$ cat config.mk
export PLATFORM = sky130hd
export DESIGN_NAME = shift_add_mul
export DESIGN_NICKNAME = d
export VERILOG_FILES = /design/src/rtl/smul_pkg.sv /design/src/rtl/smul_adder.sv /design/src/rtl/smul_seq.sv /design/src/rtl/smul_preg.sv /design/src/rtl/shift_add_mul.sv
export SDC_FILE = /design/constraint.sdc
export NUM_CORES = 1
export LEC_CHECK = 0
export BUFFER_PORTS_ARGS = -buffer_cell sky130_fd_sc_hd__buf_4
export CAP_MARGIN = 10
export CORE_ASPECT_RATIO = 1.25
export CORE_UTILIZATION = 55
export CTS_CLUSTER_DIAMETER = 50
export DETAILED_ROUTE_END_ITERATION = 8
export PLACE_DENSITY = 0.92
export SYNTH_ARGS = -nofsm -noshare
export SYNTH_HDL_FRONTEND = slang
export SYNTH_SLANG_ARGS = --single-unit
$ cat constraint.sdc
create_clock -name clk -period 25.8 [get_ports clk]
set_input_delay 1.29 -clock clk [delete_from_list [all_inputs] [get_ports clk]]
set_output_delay 1.29 -clock clk [all_outputs]
set_load 0.03 [all_outputs]
$ cat src/rtl/smul_pkg.sv
package smul_pkg;
  // Widths of the derived quantities for a WIDTH-bit operand
  function automatic int unsigned cnt_bits(input int unsigned width);
    return (width > 1) ? $clog2(width) : 1;
  endfunction
endpackage

$ cat src/rtl/smul_adder.sv
module smul_adder #(
  parameter int unsigned W = 32
) (
  input  logic [W-1:0] x,
  input  logic [W-1:0] y,
  output logic [W:0]   s
);
  logic [W:0] c;
  assign c[0] = 1'b0;
  for (genvar gi = 0; gi < W; gi++) begin : g_bit
    assign s[gi]   = x[gi] ^ y[gi] ^ c[gi];
    assign c[gi+1] = (x[gi] & y[gi]) | (c[gi] & (x[gi] ^ y[gi]));
  end
  assign s[W] = c[W];
endmodule

$ cat src/rtl/smul_seq.sv
module smul_seq
  import smul_pkg::*;
#(
  parameter int unsigned N = 32
) (
  input  logic clk,
  input  logic rst_n,
  input  logic in_valid,
  output logic in_ready,
  output logic load,
  output logic step,
  output logic busy,
  output logic done
);
  localparam int unsigned CW = cnt_bits(N);
  localparam logic [CW-1:0] LAST = CW'(N - 1);

  logic          busy_q, done_q, last;
  logic [CW-1:0] cnt_q;

  assign in_ready = ~busy_q;
  assign load     = in_valid & ~busy_q;
  assign step     = busy_q;
  assign last     = busy_q && (cnt_q == LAST);
  assign busy     = busy_q;
  assign done     = done_q;

  always_ff @(posedge clk or negedge rst_n) begin
    if (!rst_n) begin
      busy_q <= 1'b0;
      done_q <= 1'b0;
      cnt_q  <= '0;
    end else begin
      done_q <= last;
      if (load) begin
        busy_q <= 1'b1;
        cnt_q  <= '0;
      end else if (last) begin
        busy_q <= 1'b0;
        cnt_q  <= '0;
      end else if (busy_q) begin
        cnt_q  <= cnt_q + 1'b1;
      end
    end
  end

  assert_accept_R2: assert property (@(posedge clk) disable iff (!rst_n)
    load |=> busy_q && cnt_q == '0);
  assert_finish_R3: assert property (@(posedge clk) disable iff (!rst_n)
    last |=> done_q && !busy_q);
  assert_ignore_R7: assert property (@(posedge clk) disable iff (!rst_n)
    (busy_q && in_valid && !last) |=> busy_q && cnt_q == CW'($past(cnt_q) + 1'b1));
  assert_pulse_R8: assert property (@(posedge clk) disable iff (!rst_n)
    done_q |=> !done_q);
  assert_excl_R10: assert property (@(posedge clk) disable iff (!rst_n)
    !(done_q && busy_q));
endmodule

$ cat src/rtl/smul_preg.sv
module smul_preg #(
  parameter int unsigned N = 32
) (
  input  logic         clk,
  input  logic         rst_n,
  input  logic         load,
  input  logic         step,
  input  logic [N-1:0] a,
  input  logic [N-1:0] b,
  output logic [N-1:0] hi,
  output logic [N-1:0] lo
);
  localparam int unsigned PW = 2 * N;

  logic [PW-1:0] prod_q;
  logic [N-1:0]  mcand_q, addend;
  logic [N:0]    sum;

  assign addend = prod_q[0] ? mcand_q : '0;

  smul_adder #(.W(N)) u_add (
    .x (prod_q[PW-1:N]),
    .y (addend),
    .s (sum)
  );

  always_ff @(posedge clk or negedge rst_n) begin
    if (!rst_n) begin
      prod_q  <= '0;
      mcand_q <= '0;
    end else if (load) begin
      prod_q  <= {{N{1'b0}}, b};
      mcand_q <= a;
    end else if (step) begin
      prod_q  <= {sum, prod_q[N-1:1]};
    end
  end

  assign hi = prod_q[PW-1:N];
  assign lo = prod_q[N-1:0];

  assert_load_R4: assert property (@(posedge clk) disable iff (!rst_n)
    load |=> lo == $past(b) && hi == '0);
  assert_skip_R4: assert property (@(posedge clk) disable iff (!rst_n)
    (step && !load && !prod_q[0]) |=> prod_q == ($past(prod_q) >> 1));
  assert_hold_R8: assert property (@(posedge clk) disable iff (!rst_n)
    (!step && !load) |=> $stable(prod_q));
endmodule

$ cat src/rtl/shift_add_mul.sv
module shift_add_mul #(
  parameter int unsigned WIDTH = 32
) (
  input  logic             clk,
  input  logic             rst_n,
  input  logic             in_valid,
  output logic             in_ready,
  input  logic [WIDTH-1:0] mcand_i,
  input  logic [WIDTH-1:0] mplier_i,
  output logic             busy,
  output logic             done,
  output logic [WIDTH-1:0] hi,
  output logic [WIDTH-1:0] lo
);
  logic load, step;

  smul_seq #(.N(WIDTH)) u_seq (
    .clk      (clk),
    .rst_n    (rst_n),
    .in_valid (in_valid),
    .in_ready (in_ready),
    .load     (load),
    .step     (step),
    .busy     (busy),
    .done     (done)
  );

  smul_preg #(.N(WIDTH)) u_preg (
    .clk   (clk),
    .rst_n (rst_n),
    .load  (load),
    .step  (step),
    .a     (mcand_i),
    .b     (mplier_i),
    .hi    (hi),
    .lo    (lo)
  );

  assert_rdy_R2: assert property (@(posedge clk) disable iff (!rst_n)
    in_ready == !busy);
endmodule

==> flow_summary_export.csv, run 1 <==
group,metric,value,unit
sta,drv_slew,0,
sta,fin_setup_tns,0,ns
synthesis,ys_top_cells_by_area,"dfrtp_1 50%, fa_1 12%, mux2_4 8.4%",
setup_path,timing.rr.start,"u_preg.prod_q[0]",
placement,place_area,6180,µm²
power_and_ir_drop,leakagePower,3.06,nW
global_route,grt_pass1_vias,3864,
clock_tree,postCtsSetupBuffers,0,
setup_path,crit_required,25.98,ns
sta,finalClockSkew,0.00646,ns
drt,antenna_left,0,
layout,fillers,592,
sta,fin_crit_sh,55.2,%
clock_tree,root_buffer,"clkbuf_16",
power_and_ir_drop,p_per_area,143,nW/µm²
synthesis,synth_area_leader_cell,"dfrtp_1",
clock_tree,cts-resized-gates,0,
drt,drc,0,
drt,drt_iter0_drc,183,
setup_path,crit_family,"adder cells",
global_route,use_met1,31.5,%
layout,num-nets-final,666,
synthesis,async_reset_ff_share,100,%
floorplanning,die_y,110,µm
clock_tree,cts_tree,"done",
layout,final_area,6450,µm²
sta,min_period,14.25,ns
setup_path,path_buf_inv,3,
synthesis,synth_most_common_cell,"dfrtp_1",
drt,dr.pass1.iters,4,
power_and_ir_drop,ir_drop,0.0784,mV
synthesis,syn_inst,446,
synthesis,netlist-cell-type-count,28,
setup_path,cp_slowest_cell,"dfrtp_1",
placement,dp.cells,677,
sta,slew_headroom,29.1,%
setup_path,r2r_cells,37,
setup_path,crit_path_frequent_cell,"fa_1",
synthesis,ys_seq_area_share,49.8,%
drt,via_per_inst,5.38,
synthesis,synth-seq-cells,103,
clock_tree,clkSlewWorstSetupHoldPaths,0.06,ns
synthesis,synth_common_cells,"103 x dfrtp_1, 100 x nand2_1, 35 x inv_1",
worst_hold_path,hold_path_class,"reg -> reg",
global_route,grt-ovfl-total,0,
placement,port_buffers,133,
clock_tree,cts_hold_buf,0,
clock_tree,h-tree-depth,3,
flow_run,maxCapViolCount,0,
setup_path,cpPeakStageDelay,1.04,ns
floorplanning,core_area,9130,µm²
layout,syn_to_final_growth,24.8,%
layout,n_antenna_cell,0,
clock_tree,cts_buffers,9,
synthesis,yosysWarnings,0,
setup_path,cp.arrival,14.42,ns
global_route,top_usage_layer,"met2",
synthesis,synth_top_area_share,49.8,%
synthesis,synth_edf_count,0,
synthesis,synth_nets,547,
run_status,outcome,"complete, no violations",
floorplanning,dieArea,9800,µm²
global_route,track_usage,24.8,%
setup_path,crit_fanout,34,
setup_path,rrSetupSlack,11.55,ns
synthesis,synthFlopType,"dfrtp_1",
floorplanning,rows,39,
clock_tree,clkSinkCount,103,
drt,vias,3718,
power_and_ir_drop,total_power,924,µW
clock_tree,cts_max_path_buffers,2,
clock_tree,clock_latency,0.34,ns
sta,finalSetupViolations,0,
setup_path,worstSetupStartpoint,"u_preg.prod_q[0]",
global_route,grt_max_degree,75,
layout,final_cells,691,
sta,hold_viol_final,0,
setup_path,r2r-end,"u_preg.prod_q[62]",
floorplanning,start_util,56.7,%
sta,fmax,70.2,MHz
placement,dp_hpwl,7860,µm
floorplanning,ios,134,
setup_path,endpoint,"u_preg.prod_q[62]",
global_route,gr-usage-met2,41.4,%
global_route,antenna_found_initial,0,
drt,wl,11200,µm
layout,utilization,70.7,%
drt,wl_per_cell,16.2,µm
global_route,grt_pass1_wl,18500,µm
setup_path,crit_path_start_kind,"flip-flop",
setup_path,end_kind,"flip-flop",
synthesis,synth_area,5170,µm²
synthesis,avgSynthCellArea,11.6,µm²
setup_path,path_class,"reg -> reg",
placement,gp_congestion,0.807,
global_route,grt_util_met3,4.26,%
floorplanning,die-width,88.7,µm
sta,tightest_slew,1.06,ns
layout,drive_gt1_share,32.4,%
sta,rsz0062_at_grt,"false",
setup_path,cp.depth,37,
-- state kept, by name, summed over array words and instances (netlist names) --
signal / cells
u_seq.busy: 1
u_preg.prod_q: 64
u_preg.mcand_q: 32
u_seq.cnt_q: 5
u_seq.done: 1
-- where the power goes --
part	leakage, nW	switching [mW]	total [mW]	internal [mW]
clock network	0.138	0.0539	0.126	0.0721
registers	1.25	0.0677	0.313	0.245
logic	1.67	0.275	0.485	0.210
total	3.06	0.397	0.924	0.528
-- through the flow --
| stage | setup slack, ns | hold WS [ns] |
|---|---|---|
| CTS | 11.57 | 0.494 |
| finish | 11.55 | 0.487 |
| global route | 11.08 | 0.519 |
| detailed placement | 11.76 | 0.480 |
| global placement | 12.21 | 0.468 |
| floorplan | 12.92 | 0.454 |
-- logic make-up (layout without fill, tap and decap cells) --
family                     count (synthesis)  in the layout  synth area share (%)
buffers and inverters                     64            186                  6.05
adders and majority gates                 34             34                  12.7
muxes                                     64             64                  15.3
DFF                                      103            103                  49.8
AOI/OAI and AO/OA                         70             70                  7.67
and+or+nand+nor                          111            111                  8.47
-- layout make-up --
type                            instances  area [µm²]  area share, %
Inverter                               36         135           2.09
Sequential cell                       103        2580           40.0
Multi-Input combinational cell        279        2290           35.5
Timing Repair Buffer                  136        1020           15.8
Tap cell                              123         154           2.38
Clock buffer                           13         270           4.19
Clock inverter                          1        5.00         0.0775
-- metal layers --
metal / up-vias / routed length, µm
met3: 26 / 706
met4: 0 / 296
met2: 162 / 5740
li1: 1708 / -
met5: - / 0
met1: 1822 / 4430
-- how the worst min path moves through the flow --
stage / start / end / slack [ns] / cells after the start
after floorplan: u_seq.cnt_q[4] / u_seq.cnt_q[4] / 0.45 / 2
after global placement: u_seq.cnt_q[4] / u_seq.cnt_q[4] / 0.47 / 2
after detailed placement: u_seq.cnt_q[4] / u_seq.cnt_q[4] / 0.48 / 2
after CTS: u_seq.cnt_q[4] / u_seq.cnt_q[4] / 0.49 / 2
after global routing: u_seq.cnt_q[4] / u_seq.cnt_q[4] / 0.52 / 2
final: u_seq.cnt_q[4] / u_seq.cnt_q[4] / 0.49 / 2
-- cell usage in the layout, fill, tap and decap left out --
| cell | instances |
|---|---|
| buf_4 | 136 |
| dfrtp_1 | 102 |
| nand2_1 | 100 |
| inv_1 | 35 |
| mux2i_1 | 32 |
| fa_1 | 31 |
| o21ai_1 | 30 |
| o22ai_1 | 29 |
| mux2_4 | 29 |
| clkbuf_16 | 9 |
| o21ai_0 | 8 |
| and2_1 | 3 |
| mux2_2 | 3 |
| ha_1 | 3 |
| clkbuf_8 | 3 |
| nor2_1 | 2 |
| inv_2 | 1 |
| and3_1 | 1 |
| nand2b_1 | 1 |
| nor3b_1 | 1 |
| a21o_1 | 1 |
| nand3_1 | 1 |
| nor3_1 | 1 |
| a221o_1 | 1 |
| nor2b_4 | 1 |
| o31ai_1 | 1 |
| clkbuf_1 | 1 |
| clkinv_2 | 1 |
| dfrtp_2 | 1 |
-- worst reg2reg max path: cells and delay by family, from the launching register on --
family / cells / cell delay [ns]
compound gates: 1 / 0.08
flops: 1 / 1.04
buf+inv: 3 / 0.20
simple gates: 1 / 0.26
fa+ha+maj: 32 / 12.53
No activity file was read; power rests on OpenSTA's default activity.
==> inputs of run 2 (changes only) <==
Settings changed: ABC_AREA set to 1, CORE_UTILIZATION 55 to 47, PLACE_DENSITY 0.92 to 0.85.
Clock period 25.8 ns to 12.6 ns, I/O delays scaled along.
==> run 2 against run 1 <==
Compared with the run above:
- register-to-register slack got worse by 11 ns
- clock skew increased by 0.0023 ns
- critical path type unchanged
- total power increased by 93%
- non-clock buffer count increased by 2
- count of clock-buffer cells in the layout decreased by 1
- flip-flop and latch count unchanged
- largest cell class unchanged
- global-route usage decreased by 2.9 points
- combinational power increased by 82%
- critical endpoint unchanged
- final area decreased by 2.6%
- sequential share of layout area increased by 1.1 points
==> flow_summary_export.csv, run 2 <==
group,metric,value,unit
run_status,outcome,"complete, no violations",
setup_path,r2r_cells,38,
synthesis,async_reset_ff_share,100,%
setup_path,end_kind,"flip-flop",
synthesis,synthFlopType,"dfrtp_1",
setup_path,worstSetupStartpoint,"u_preg.prod_q[0]",
floorplanning,dieArea,10800,µm²
power_and_ir_drop,comb_power_share,49.5,%
sta,rsz0062_at_grt,"false",
sta,fmax,81.8,MHz
global_route,track_usage,21.9,%
synthesis,synth_edf_count,0,
global_route,grt_pass1_wl,18200,µm
synthesis,netlist-cell-type-count,20,
setup_path,endpoint,"u_preg.prod_q[62]",
clock_tree,root_buffer,"clkbuf_16",
layout,syn_to_final_growth,28.5,%
sta,slew_headroom,44.1,%
floorplanning,ios,134,
layout,layout_common_cells,"240 x nand2_1, 138 x buf_4, 102 x dfrtp_1, 39 x inv_1, 34 x nand3_1",
layout,largest_reg_flops,64,
power_and_ir_drop,leakagePower,3.13,nW
setup_path,crit_path_frequent_cell,"fa_2",
setup_path,cpPeakStageDelay,0.47,ns
sta,hold_viol_final,0,
synthesis,ys_top_cells_by_area,"dfrtp_1 53%, nand2_1 18%, fa_1 13%",
layout,multi_input_area,2030,µm²
floorplanning,start_util,48.4,%
sta,min_period,12.22,ns
synthesis,synth_area_leader_cell,"dfrtp_1",
power_and_ir_drop,p_per_area,284,nW/µm²
layout,fillers,824,
synthesis,syn_inst,521,
drt,antenna_left,0,
sta,timing.final.ws_setup,0.379,ns
layout,final_common_cell,"nand2_1",
floorplanning,rows,41,
drt,via_per_inst,5.04,
floorplanning,die_y,116,µm
setup_path,crit_fanout,2,
placement,gp_congestion,0.784,
layout,n_antenna_cell,0,
clock_tree,clock_latency,0.34,ns
setup_path,path_class,"reg -> reg",
layout,num-nets-final,744,
clock_tree,clkSlewWorstSetupHoldPaths,0.07,ns
global_route,grt_pass1_vias,3853,
drt,drt_iter0_drc,129,
clock_tree,cts_buffers,9,
global_route,gr-usage-met2,37.1,%
clock_tree,postCtsSetupBuffers,0,
synthesis,avgSynthCellArea,9.38,µm²
setup_path,crit_required,12.82,ns
global_route,grt-ovfl-total,0,
layout,final_cells,776,
power_and_ir_drop,internal-power,1.03,mW
sta,fin_setup_tns,0,ns
clock_tree,cts_max_path_buffers,2,
power_and_ir_drop,total_power,1.78,mW
sta,tightest_slew,0.837,ns
layout,largest-register,"u_preg.prod_q",
sta,fin_crit_sh,97.0,%
sta,drv_slew,0,
global_route,antenna_found_initial,0,
setup_path,r2r-end,"u_preg.prod_q[62]",
sta,finalClockSkew,0.00877,ns
synthesis,synth_area,4890,µm²
layout,drive_gt1_share,27.2,%
synthesis,synth_most_common_cell,"nand2_1",
layout,seq_area,2580,µm²
synthesis,yosysWarnings,0,
clock_tree,cts_hold_buf,0,
setup_path,cp.arrival,12.44,ns
synthesis,synth_common_cells,"240 x nand2_1, 103 x dfrtp_1, 39 x inv_1",
placement,port_buffers,133,
clock_tree,h-tree-depth,3,
clock_tree,cts_tree,"done",
drt,drc,0,
setup_path,cp_slowest_cell,"fa_1",
drt,vias,3908,
global_route,grt_max_degree,65,
setup_path,crit_path_start_kind,"flip-flop",
placement,place_ws,-0.262,ns
sta,finalSetupViolations,0,
setup_path,timing.rr.start,"u_preg.prod_q[0]",
setup_path,rrSetupSlack,0.38,ns
drt,wl,11100,µm
power_and_ir_drop,p_switching,754,µW
floorplanning,core_area,10100,µm²
power_and_ir_drop,seq_power_share,34.0,%
drt,wl_per_cell,14.3,µm
synthesis,synth-seq-cells,103,
placement,dp_hpwl,7690,µm
placement,dp.cells,761,
worst_hold_path,hold_path_class,"in -> async",
sta,whs,0.276,ns
floorplanning,die-width,93.2,µm
flow_run,maxCapViolCount,0,
global_route,top_usage_layer,"met2",
synthesis,synth_top_area_share,52.7,%
global_route,use_met1,28.0,%
power_and_ir_drop,ir_drop,0.142,mV
synthesis,synth_nets,622,
synthesis,ys_seq_area_share,52.7,%
layout,top_regs,"u_preg.prod_q: 64 flops, u_preg.mcand_q: 32 flops, u_seq.cnt_q: 5 flops",
power_and_ir_drop,p_sw_share,42.3,%
power_and_ir_drop,clockPowerShare,16.5,%
drt,dr.pass1.iters,4,
clock_tree,clkSinkCount,103,
global_route,grt_util_met3,4.86,%
==> run 2: cell count changes after synthesis, moves of 4 or more <==
cell	before	now
mux2_4	29	0
o21ai_1	30	0
buf_2	13	9
nand3_1	1	34
buf_4	1	6
o21ai_0	8	3
nand2_1	100	240
mux2i_1	32	0
inv_1	35	39
==> run 2: final cells by class <==
type                       count  share of cell area, %
tap                          129                   2.57
clock buffer                  12                   3.92
multi-input combinational    349                   32.3
clock inverter                 3                   1.08
sequential                   103                   41.0
timing repair buffer         138                   16.5
inverter                      42                   2.59
==> run 2: logic make-up (layout without fill, tap and decap cells) <==
group                      count (synthesis)  in the layout  synth area share, %
AOI/OAI and AO/OA                         34             34                 4.30
buffers and inverters                     69            195                 6.71
DFF                                      103            103                 52.7
adders and majority gates                 34             34                 13.5
and+or+nand+nor                          281            281                 22.8
==> run 2: worst min-delay path by stage <==
stage                  startpoint            endpoint  depth (start not counted)
3_3_place_gp   u_preg.mcand_q[14]  u_preg.mcand_q[14]                          2
2_1_floorplan               rst_n   u_preg.mcand_q[0]                          0
3_5_place_dp   u_preg.mcand_q[24]  u_preg.mcand_q[24]                          2
5_1_grt                     rst_n   u_preg.prod_q[55]                          1
6_report                    rst_n   u_preg.prod_q[55]                          1
4_1_cts                     rst_n  u_preg.mcand_q[22]                          1
==> run 2: what timing repair did <==
item	4_1_cts	5_1_grt
endpoints found under the hold margin	0	0
endpoints found under the setup margin	3	3
gates resized for setup	6	10
pin swaps	0	1
==> run 2: metal layers <==
| layer | vias up | part of all wire [%] |
|---|---|---|
| met5 | - | 0 |
| met4 | 0 | 1.3 |
| met3 | 12 | 7.2 |
| met2 | 146 | 51 |
| met1 | 1892 | 41 |
| li1 | 1858 | - |
==> run 2: per-stage QoR <==
step                      utilization [%]  instance area, µm²
after detailed placement             58.7                5930
final                                62.2                6280
after global placement               58.7                5930
after CTS                            62.0                6260
after floorplan                         -                4920
after global routing                 62.2                6280
==> run 2: critical path: cells and delay by family (launching register included) <==
kind / cells / cell delay, ns
fa+ha+maj: 32 / 11.44
flops: 1 / 0.35
buf+inv: 4 / 0.23
compound gates: 1 / 0.06
simple gates: 1 / 0.05
==> run 2: power groups by stage <==
stage | registers, mW | clock network [mW] | logic (mW)
final | 0.607 | 0.294 | 0.883
after global routing | 0.627 | 0.313 | 0.976
after CTS | 0.607 | 0.300 | 0.880
after detailed placement | 0.608 | 0 | 0.872
after global placement | 0.603 | 0 | 0.833
after floorplan | 0.790 | 0 | 0.397
